File: config.mk
export PLATFORM = sky130hd
export DESIGN_NAME = pwm_timer
export DESIGN_NICKNAME = d
export VERILOG_FILES = /design/src/rtl/pwm_timer_pkg.sv /design/src/rtl/pwm_prescaler.sv /design/src/rtl/pwm_divider.sv /design/src/rtl/pwm_channel.sv /design/src/rtl/pwm_timer.sv
export SDC_FILE = /design/constraint.sdc
export NUM_CORES = 1
export LEC_CHECK = 0
export ABC_CLOCK_PERIOD_IN_PS = 3150
export BUFFER_PORTS_ARGS = -buffer_cell sky130_fd_sc_hd__buf_2
export CORE_MARGIN = 1.5
export CORE_UTILIZATION = 30
export DETAILED_ROUTE_END_ITERATION = 12
export PLACE_DENSITY = 0.53
export SLEW_MARGIN = 40
export SYNTH_ARGS = -nofsm -noshare
export SYNTH_HDL_FRONTEND = slang
export SYNTH_SLANG_ARGS = --single-unit
File: constraint.sdc
create_clock -name clk -period 3.15 [get_ports clk]
set_input_delay 0.1575 -clock clk [delete_from_list [all_inputs] [get_ports clk]]
set_output_delay 0.1575 -clock clk [all_outputs]
set_load 0.01 [all_outputs]
File: src/rtl/pwm_timer_pkg.sv
package pwm_timer_pkg;

    typedef enum logic [1:0] {
        CH_IDLE,
        CH_LOAD,
        CH_HOLD,
        CH_RUN
    } ch_state_e;

    // Low-bit mask whose all-ones value marks the divider wrap for /2,/4,/8,/16
    function automatic logic [3:0] div_mask(input logic [1:0] sel);
        return (4'd2 << sel) - 4'd1;
    endfunction

endpackage

File: src/rtl/pwm_prescaler.sv
module pwm_prescaler #(
    parameter int PRE_W = 8
) (
    input  logic             clk,
    input  logic             rst_n,
    input  logic [PRE_W-1:0] pre_i,
    output logic             pulse_o
);
    logic [PRE_W-1:0] cnt_q;

    assign pulse_o = (cnt_q >= pre_i);

    always_ff @(posedge clk or negedge rst_n) begin
        if (!rst_n)       cnt_q <= '0;
        else if (pulse_o) cnt_q <= '0;
        else              cnt_q <= cnt_q + 1'b1;
    end
endmodule

File: src/rtl/pwm_divider.sv
module pwm_divider
    import pwm_timer_pkg::*;
(
    input  logic       clk,
    input  logic       rst_n,
    input  logic       pre_pulse_i,
    input  logic [1:0] sel_i,
    output logic       tick_o
);
    logic [3:0] dcnt_q;

    assign tick_o = pre_pulse_i && ((dcnt_q | ~div_mask(sel_i)) == 4'hF);

    always_ff @(posedge clk or negedge rst_n) begin
        if (!rst_n)           dcnt_q <= '0;
        else if (pre_pulse_i) dcnt_q <= dcnt_q + 4'd1;
    end
endmodule

File: src/rtl/pwm_channel.sv
module pwm_channel
    import pwm_timer_pkg::*;
#(
    parameter int CNT_W = 16
) (
    input  logic             clk,
    input  logic             rst_n,
    input  logic             tick_i,
    input  logic             run_i,
    input  logic             load_i,
    input  logic             reload_i,
    input  logic             invert_i,
    input  logic [CNT_W-1:0] cnt_buf_i,
    input  logic [CNT_W-1:0] cmp_buf_i,
    output logic             pwm_o,
    output logic             expired_o
);
    ch_state_e        state_q, state_d;
    logic [CNT_W-1:0] cnt_q, cmp_q;
    logic             out_q, exp_q;
    logic             step, zero_hit;

    assign step     = (state_q == CH_RUN) && run_i && !load_i && tick_i;
    assign zero_hit = step && (cnt_q == '0);

    // State register
    always_ff @(posedge clk or negedge rst_n) begin
        if (!rst_n) state_q <= CH_IDLE;
        else        state_q <= state_d;
    end

    // Next state
    always_comb begin
        state_d = state_q;
        if (load_i) begin
            state_d = CH_LOAD;
        end else begin
            unique case (state_q)
                CH_IDLE: state_d = CH_IDLE;
                CH_LOAD: state_d = run_i ? CH_RUN : CH_HOLD;
                CH_HOLD: if (run_i) state_d = CH_RUN;
                CH_RUN: begin
                    if (!run_i)                    state_d = CH_HOLD;
                    else if (zero_hit && !reload_i) state_d = CH_IDLE;
                end
            endcase
        end
    end

    // Counter, compare and output registers
    always_ff @(posedge clk or negedge rst_n) begin
        if (!rst_n) begin
            cnt_q <= '0;
            cmp_q <= '0;
            out_q <= 1'b0;
            exp_q <= 1'b0;
        end else begin
            exp_q <= zero_hit;
            if (load_i) begin
                cnt_q <= cnt_buf_i;
                cmp_q <= cmp_buf_i;
                out_q <= 1'b0;
            end else if (step) begin
                if (cnt_q == '0) begin
                    if (reload_i) begin
                        cnt_q <= cnt_buf_i;
                        cmp_q <= cmp_buf_i;
                    end
                    out_q <= 1'b0;
                end else begin
                    cnt_q <= cnt_q - 1'b1;
                    if ((cnt_q - 1'b1) == cmp_q) out_q <= 1'b1;
                end
            end
        end
    end

    assign pwm_o     = out_q ^ invert_i;
    assign expired_o = exp_q;

    AST_EXPIRE_SINGLE: assert property (@(posedge clk) disable iff (!rst_n)
        exp_q |=> !exp_q);
    AST_NO_EARLY_ACTIVE: assert property (@(posedge clk) disable iff (!rst_n)
        (state_q == CH_RUN && cnt_q > cmp_q) |-> !out_q);
    AST_HALT_HOLDS: assert property (@(posedge clk) disable iff (!rst_n)
        (state_q == CH_HOLD && !load_i) |=> $stable(cnt_q) && $stable(out_q));
    AST_IDLE_QUIET: assert property (@(posedge clk) disable iff (!rst_n)
        (state_q == CH_IDLE) |-> !out_q);
    AST_LOAD_COPIES: assert property (@(posedge clk) disable iff (!rst_n)
        load_i |=> (cnt_q == $past(cnt_buf_i)) && !exp_q);
endmodule

File: src/rtl/pwm_timer.sv
module pwm_timer
    import pwm_timer_pkg::*;
#(
    parameter int NUM_CH  = 5,
    parameter int PWM_CH  = 4,
    parameter int GRP0_CH = 2,
    parameter int PRE_W   = 8,
    parameter int DIV_W   = 4,
    parameter int CNT_W   = 16,
    parameter int DATA_W  = 32,
    parameter int ADDR_W  = 4
) (
    input  logic              clk,
    input  logic              rst_n,
    input  logic              wr_en,
    input  logic [ADDR_W-1:0] wr_addr,
    input  logic [DATA_W-1:0] wr_data,
    input  logic [ADDR_W-1:0] rd_addr,
    output logic [DATA_W-1:0] rd_data,
    output logic [PWM_CH-1:0] pwm_o,
    output logic [NUM_CH-1:0] expired_o
);
    localparam int CTL_W   = 4;
    localparam int CTRL_W  = CTL_W * NUM_CH;
    localparam int DIVF_W  = DIV_W * NUM_CH;
    localparam int PRES_W  = 2 * PRE_W;
    localparam int A_PRE   = 0;
    localparam int A_DIV   = 1;
    localparam int A_CTRL  = 2;
    localparam int A_CNT0  = 3;
    localparam int A_CMP0  = A_CNT0 + NUM_CH;

    logic [PRES_W-1:0] pre_q;
    logic [DIVF_W-1:0] div_q;
    logic [CTRL_W-1:0] ctrl_q;
    logic [CNT_W-1:0]  cntb_q [NUM_CH];
    logic [CNT_W-1:0]  cmpb_q [PWM_CH];
    logic [1:0]        pre_pulse;

    always_ff @(posedge clk or negedge rst_n) begin
        if (!rst_n) begin
            pre_q  <= '0;
            div_q  <= '0;
            ctrl_q <= '0;
            for (int i = 0; i < NUM_CH; i++) cntb_q[i] <= '0;
            for (int i = 0; i < PWM_CH; i++) cmpb_q[i] <= '0;
        end else if (wr_en) begin
            if (int'(wr_addr) == A_PRE)  pre_q  <= wr_data[PRES_W-1:0];
            if (int'(wr_addr) == A_DIV)  div_q  <= wr_data[DIVF_W-1:0];
            if (int'(wr_addr) == A_CTRL) ctrl_q <= wr_data[CTRL_W-1:0];
            for (int i = 0; i < NUM_CH; i++)
                if (int'(wr_addr) == A_CNT0 + i) cntb_q[i] <= wr_data[CNT_W-1:0];
            for (int i = 0; i < PWM_CH; i++)
                if (int'(wr_addr) == A_CMP0 + i) cmpb_q[i] <= wr_data[CNT_W-1:0];
        end
    end

    always_comb begin
        rd_data = '0;
        if (int'(rd_addr) == A_PRE)  rd_data = DATA_W'(pre_q);
        if (int'(rd_addr) == A_DIV)  rd_data = DATA_W'(div_q);
        if (int'(rd_addr) == A_CTRL) rd_data = DATA_W'(ctrl_q);
        for (int i = 0; i < NUM_CH; i++)
            if (int'(rd_addr) == A_CNT0 + i) rd_data = DATA_W'(cntb_q[i]);
        for (int i = 0; i < PWM_CH; i++)
            if (int'(rd_addr) == A_CMP0 + i) rd_data = DATA_W'(cmpb_q[i]);
    end

    for (genvar g = 0; g < 2; g++) begin : g_pre
        pwm_prescaler #(.PRE_W(PRE_W)) u_pre (
            .clk     (clk),
            .rst_n   (rst_n),
            .pre_i   (pre_q[g*PRE_W +: PRE_W]),
            .pulse_o (pre_pulse[g])
        );
    end

    for (genvar i = 0; i < NUM_CH; i++) begin : g_ch
        localparam int GRP = (i < GRP0_CH) ? 0 : 1;
        logic             tick;
        logic             pwm_raw;
        logic [CNT_W-1:0] cmp_src;

        pwm_divider u_div (
            .clk         (clk),
            .rst_n       (rst_n),
            .pre_pulse_i (pre_pulse[GRP]),
            .sel_i       (div_q[i*DIV_W +: 2]),
            .tick_o      (tick)
        );

        if (i < PWM_CH) begin : g_cmp
            assign cmp_src  = cmpb_q[i];
            assign pwm_o[i] = pwm_raw;
        end else begin : g_count_only
            assign cmp_src = '0;
        end

        pwm_channel #(.CNT_W(CNT_W)) u_ch (
            .clk       (clk),
            .rst_n     (rst_n),
            .tick_i    (tick),
            .run_i     (ctrl_q[i*CTL_W + 0]),
            .load_i    (ctrl_q[i*CTL_W + 1]),
            .reload_i  (ctrl_q[i*CTL_W + 2]),
            .invert_i  (ctrl_q[i*CTL_W + 3]),
            .cnt_buf_i (cntb_q[i]),
            .cmp_buf_i (cmp_src),
            .pwm_o     (pwm_raw),
            .expired_o (expired_o[i])
        );
    end
endmodule

**Word-level counts from Yosys, hierarchy flattened**

Index checks and enable logic that the tools add are counted.

- Bits in registers: 399
- Latch bits: 0
- Bits in writable memories: 0
- Memory bits (read-only): 0
- Input bits: 43
- Output and inout bits: 41
- Logic and storage cells: 336
- Memories kept: 0

- $add $sub $neg: 17
- Multiply operators: 0
- Div/mod/pow operators: 0
- $lt $le $gt $ge: 2
- Eq/ne operators: 61
- Shift operators: 5
- Muxes and demuxes: 96
- Bitwise logic cells: 14
- Reductions and logical operators: 99

Operators by type and width:

| operator | count |
|---|---|
| 16-bit two-way mux | 37 |
| 32-bit two-way mux | 11 |
| 4-bit == test, second input constant | 21 |
| 16-bit zero test | 5 |
| 16-bit by 1-bit subtractor with 16-bit output, second input constant | 5 |
| 16-bit == test | 4 |
| 2-bit AND reduction | 26 |
| 2-bit two-way mux | 20 |
| 2-bit one-hot mux with 4 select lines | 5 |
| 1-bit logical AND | 30 |
| 3-bit inequality test, second input constant | 10 |
| 2-bit nonzero test | 13 |
| 1-bit two-way mux | 21 |
| 4-bit by 1-bit adder with 4-bit output, second input constant | 5 |
| 2-bit == test, second input constant | 10 |
| 4-bit inequality test, second input constant | 5 |
| 4-bit NOT | 5 |
| 4-bit bitwise OR | 5 |
| 2-bit by 2-bit << shifter with 4-bit output, first input constant | 5 |
| 4-bit by 1-bit subtractor with 4-bit output, second input constant | 5 |
| 8-bit by 1-bit adder with 8-bit output, second input constant | 2 |
| 4-bit by 3-bit == test with 1-bit output, second input constant | 4 |
| 8-bit greater-or-equal comparator | 2 |
| 8-bit two-way mux | 2 |
| 8 further kinds | 36 |

**Longest topological paths before layout**

- Depth after elaboration: 13
- Gate-level depth with buffers: 11
- Gate-level depth less buffers: 9

**By module**

A second synthesis with hierarchy kept.

- Cells, all modules: 2037
- Area, all modules: 22839.4 µm²

By module, submodules not included:

| module | instances | cells an instance | area an instance (µm²) | sequential area each (µm²) |
|---|---|---|---|---|
| pwm_channel | 5 | 224 | 2234.6 | 900.9 |
| pwm_timer | 1 | 729 | 9629.2 | 5004.8 |
| pwm_prescaler | 2 | 54 | 555.5 | 200.2 |
| pwm_divider | 5 | 16 | 185.2 | 100.1 |

**Least setup slack after synthesis**

Ideal clock, no wire load.

- Path type: register -> register
- Start point: register g_pre[1].u_pre.cnt_q[5]
- End point: register g_ch[3].u_ch.cmp_q[10]
- Setup time: 0.125 ns
- Arrival time: 2.574 ns
- Required time: 3.025 ns
- Path slack: 0.452 ns
- Cell stages (with the launch flop): 9
- Path buffers: 1
- Clock period less this slack: 2.698 ns
- Path through: dfrtp_1 -> ha_1 -> a2111oi_0 -> nand2_1 -> a41oi_2 -> nor3_1 -> a31oi_2 -> buf_2 -> mux2_2

- Longest elaborated chain between the ends: 5

RTL lines:

| element | RTL line | text |
|---|---|---|
| from (decl) | pwm_prescaler.sv:9 | `logic [PRE_W-1:0] cnt_q;` |
| from (signal assigned) | pwm_prescaler.sv:16 | `else cnt_q <= cnt_q + 1'b1;` |
| 8-bit greater-or-equal comparator | pwm_prescaler.sv:11 | `assign pulse_o = (cnt_q >= pre_i);` |
| 1-bit logical AND | pwm_divider.sv:12 | `assign tick_o = pre_pulse_i && ((dcnt_q \| ~div_mask(sel_i)) == 4'hF);` |
| 1-bit logical AND | pwm_channel.sv:23 | `assign step = (state_q == CH_RUN) && run_i && !load_i && tick_i;` |
| 2-bit nonzero test (no source line) | - |  |
| 3-bit AND reduction (no source line) | - |  |
| to (signal assigned) | pwm_channel.sv:61 | `cmp_q <= cmp_buf_i;` |
| to (signal assigned) | pwm_channel.sv:67 | `cmp_q <= cmp_buf_i;` |
| to (decl) | pwm_channel.sv:19 | `logic [CNT_W-1:0] cnt_q, cmp_q;` |

No other way between the ends.
A chain may end at the register's enable or synchronous reset.

**Final worst setup path**

- Start point: register cntb_q[48] (netlist name)
- End point: output port rd_data[0]

- Longest elaborated chain between the ends: 8

RTL lines:

| element | RTL line | text |
|---|---|---|
| from (decl) | pwm_timer.sv:36 | `logic [CNT_W-1:0] cntb_q [NUM_CH];` |
| 32-bit two-way mux (4 in a row) | pwm_timer.sv:64 | `if (int'(rd_addr) == A_CNT0 + i) rd_data = DATA_W'(cntb_q[i]);` |
| 32-bit two-way mux (4 in a row) | pwm_timer.sv:66 | `if (int'(rd_addr) == A_CMP0 + i) rd_data = DATA_W'(cmpb_q[i]);` |
| to (decl) | pwm_timer.sv:19 | `output logic [DATA_W-1:0] rd_data,` |

No other way between the ends.

==> metrics <==
async set-reset flop share out of synthesis=1.00; most frequent cells in the layout=dfrtp_1 (399), mux2_2 (249), nor2_1 (151); largest net degree at the start of global routing=104; HPWL after DPL=51.9 mm; ranking of synthesized cells by area=dfrtp_1 (46%), mux2_2 (13%), xnor2_1 (3.0%); Yosys Warn Count=0; CP Data Arrival Time=2.88 ns; ant diodes=0; worst hold endpoint=cntb_q[45]; hold path depth=3; Layout area overhead=15.6%; crit-path max FO=5; library cells used by synthesis=88; Worst R2R Path Depth=9; Die Wd=271 um; RR Endpoint=g_ch[2].u_ch.out_q; Worst EP required=2.99 ns; power per cell area=884 nW/um^2; CTS Root Cell=clkbuf_16; routed vias/inst=5.38; Avg Cell Area, Syn=10.6 um^2; post-synthesis instance area=21600 um^2; Core Box Area=71400 um^2; Seq cells post-synth=399; fin crit period=3.03 ns; CTS tree=yes; Sum Neg Setup Slack=0 ns; final hold vios=0; most common cell after layout, fill and taps aside=dfrtp_1; Critical Path Sink Type=output port; WL per Instance=23.0 um; Initial Util=0.303; Die ar.=73700 um^2; grt total ovfl=0; Final #Nets=2173; Clk pin slew, worst setup/hold paths=0.06 ns; leak pwr=10.4 nW; Peak VDD IR=0.386 mV; Synth top area share=0.462; CTS buffer count=47; Residual DRC=0; initial antenna violation count=1; Post-Synthesis Cells=2042; number of flops mapped to enable cells by yosys=0; Setup-failing EPs final=0; Worst Tran Pin Value=0.726 ns; top cell type by total area after synthesis=dfrtp_1; first-pass GRT wire length=107 mm; number of global-route vias before repair=16449; type of origin of the critical path=flop; Clock Latency Late Sink=0.60 ns; Power Total=22.1 mW; hold_sp=wr_data[13]; H-Tree Depth=2; Worst path slowest cell=o21ai_0; Post-Route WL=70.9 mm; clock sinks=399; num ports=84; FF-to-FF setup slack=0.23 ns; post-route ant nets=0; Hold Path Class=in -> reg; kind of critical path=reg -> out; Area after DPL=23100 um^2; Final Slew Violations=0; Design Area, Final=25000 um^2; Cell Rows=98; worst path buffer plus inverter count=1; Slew HR=0.513; max-cap viol count=0; via count=16612; RSZ-0062 raised after global routing=false; share of cells above drive strength 1=0.247; Critical R2R Launch=g_ch[2].u_ch.cnt_q[0]; Pre-antenna DRT Iters=7; outcome=completed; RePlAce Congestion=0.884; die height=271 um; Primary FF master, synth=dfrtp_1; crit path cell chain=o21ai_0 -> a21oi_1 -> and3b_1 -> a2bb2oi_1 -> o21a_1 -> o2111a_1 -> o21ai_0 -> buf_2; DRT iter0 DRCs=1401; Clock Skew=0.0231 ns; Post-CTS Setup Repair Bufs=0; Finished Core Util=0.350; final worst path period share=0.963; clock buffer depth=3; FMAX=329 MHz; most frequent CP cell=o21ai_0; I/O Buffers=59; CP max stage delay=0.46 ns; Top Family by Delay on Critical Path=compound AO/OA/AOI/OAI gates; register area share after synthesis=0.462; gr usage total=0.191
power breakdown:
part | switching (mW) | internal, mW | total, mW
clock network | 2.34 | 3.87 | 6.22
registers | 2.19 | 6.83 | 9.01
logic | 3.56 | 3.30 | 6.86
total | 8.08 | 14.0 | 22.1
Yosys cell counts (6+ instances only):
library cell  number
nand2_1          112
buf_1              9
nor3_1            52
o22ai_1           33
or2_2              7
a22oi_1           15
or3_1             10
a21oi_1           82
a211oi_1          17
buf_2             22
o21ai_1            6
clkbuf_1          85
o21a_1            10
mux2_2           249
dfrtp_1          399
o221ai_1           7
a211o_1           10
inv_1             67
nor3b_1           11
nor4b_1            7
buf_4             26
a31oi_1           22
a21o_1             6
xnor2_1           74
nand3b_1           6
o211ai_1           8
ha_1              33
o22a_1            11
nand2b_1          17
a2bb2oi_1          8
nor2b_1           18
and2_1             7
nor2_1           153
nor4_1            17
o21ai_0          126
mux4_2            19
nand3_1           48
a311oi_1          12
o31ai_1            7
and3_1            15
xor2_1            56
mux2i_1           26
nand4_1           28
state kept, by name, indices dropped and copies added, names as in the netlist:
| register | count |
|---|---|
| cntb_q | 80 |
| g_ch.u_ch.cnt_q | 80 |
| g_ch.cmp_src | 64 |
| g_ch.u_ch.cmp_q | 64 |
| ctrl_q | 20 |
| div_q | 20 |
| g_ch.u_div.dcnt_q | 20 |
| g_pre.u_pre.cnt_q | 16 |
| pre_q | 16 |
| g_ch.u_ch.state_q | 10 |
| g_ch.u_ch.expired_o | 5 |
| g_ch.u_ch.out_q | 4 |
worst reg2reg max path, delay by kind of cell, from the launching register on:
family                     cells  cell delay, ns
buffers and inverters          1            0.13
and+or+nand+nor                4            1.35
xor gates and xnor gates       1            0.10
DFF                            1            0.46
AOI/OAI and AO/OA              2            0.49
adders and majority gates      1            0.31
through the flow:
step                      worst slack (ns)  std cells  hold slack (ns)
final                                0.115       3086           0.0414
after global routing                0.0266       3086           0.0598
after CTS                            0.220       3086          0.00870
after detailed placement             0.304       2991           0.0987
after global placement               0.253       2991            0.102
after floorplan                      0.452       2053           -0.138
cells by family (layout without fill, tap and decap cells):
family / Yosys count / in the layout / share of synthesized area
XOR/XNOR: 130 / 130 / 0.0527
multiplexers: 297 / 297 / 0.163
adder cells (fa/ha/maj): 33 / 33 / 0.0191
other: 1 / 12 / 0.000174
AND/OR/NAND/NOR: 541 / 541 / 0.129
AO/OA/AOI/OAI: 428 / 428 / 0.130
buffers and inverters: 213 / 296 / 0.0442
flip-flops: 399 / 399 / 0.462
worst max-delay path by stage:
| stage | from | to | slack [ns] | cells past startpoint |
|---|---|---|---|---|
| after global placement | rd_addr[0] | rd_data[10] | 0.25 | 8 |
| after detailed placement | g_ch[2].u_ch.cnt_q[0] | g_ch[2].u_ch.out_q | 0.30 | 9 |
| after global routing | cntb_q[48] | rd_data[0] | 0.03 | 8 |
| final | cntb_q[48] | rd_data[0] | 0.12 | 8 |
| after CTS | cntb_q[48] | rd_data[0] | 0.22 | 8 |
| after floorplan | g_pre[1].u_pre.cnt_q[5] | g_ch[3].u_ch.cmp_q[10] | 0.45 | 8 |
final cells by class:
| class | count | area (um^2) |
|---|---|---|
| fill | 7123 | 46400 |
| multi-input combinational | 1441 | 10700 |
| sequential | 399 | 9980 |
| clock buffer | 58 | 1310 |
| tap | 950 | 1190 |
| timing repair buffer | 141 | 1040 |
| clock inverter | 30 | 470 |
| inverter | 67 | 251 |
repair_timing:
action | 4_1_cts | 5_1_grt
setup endpoints to repair | 0 | 1
hold endpoints to repair | 227 | 0
hold buffers | 7 | 0
resized for setup | 0 | 1
routing by layer:
layer | wire length [um] | vias to the layer above | global-route usage
met3 | 3280 | 89 | 0.0270
met2 | 33400 | 472 | 0.310
met1 | 32500 | 8547 | 0.268
li1 | - | 7504 | -
met4 | 1650 | 0 | 0.0496
met5 | 0 | - | 0
(Power assumes the default switching activity.)
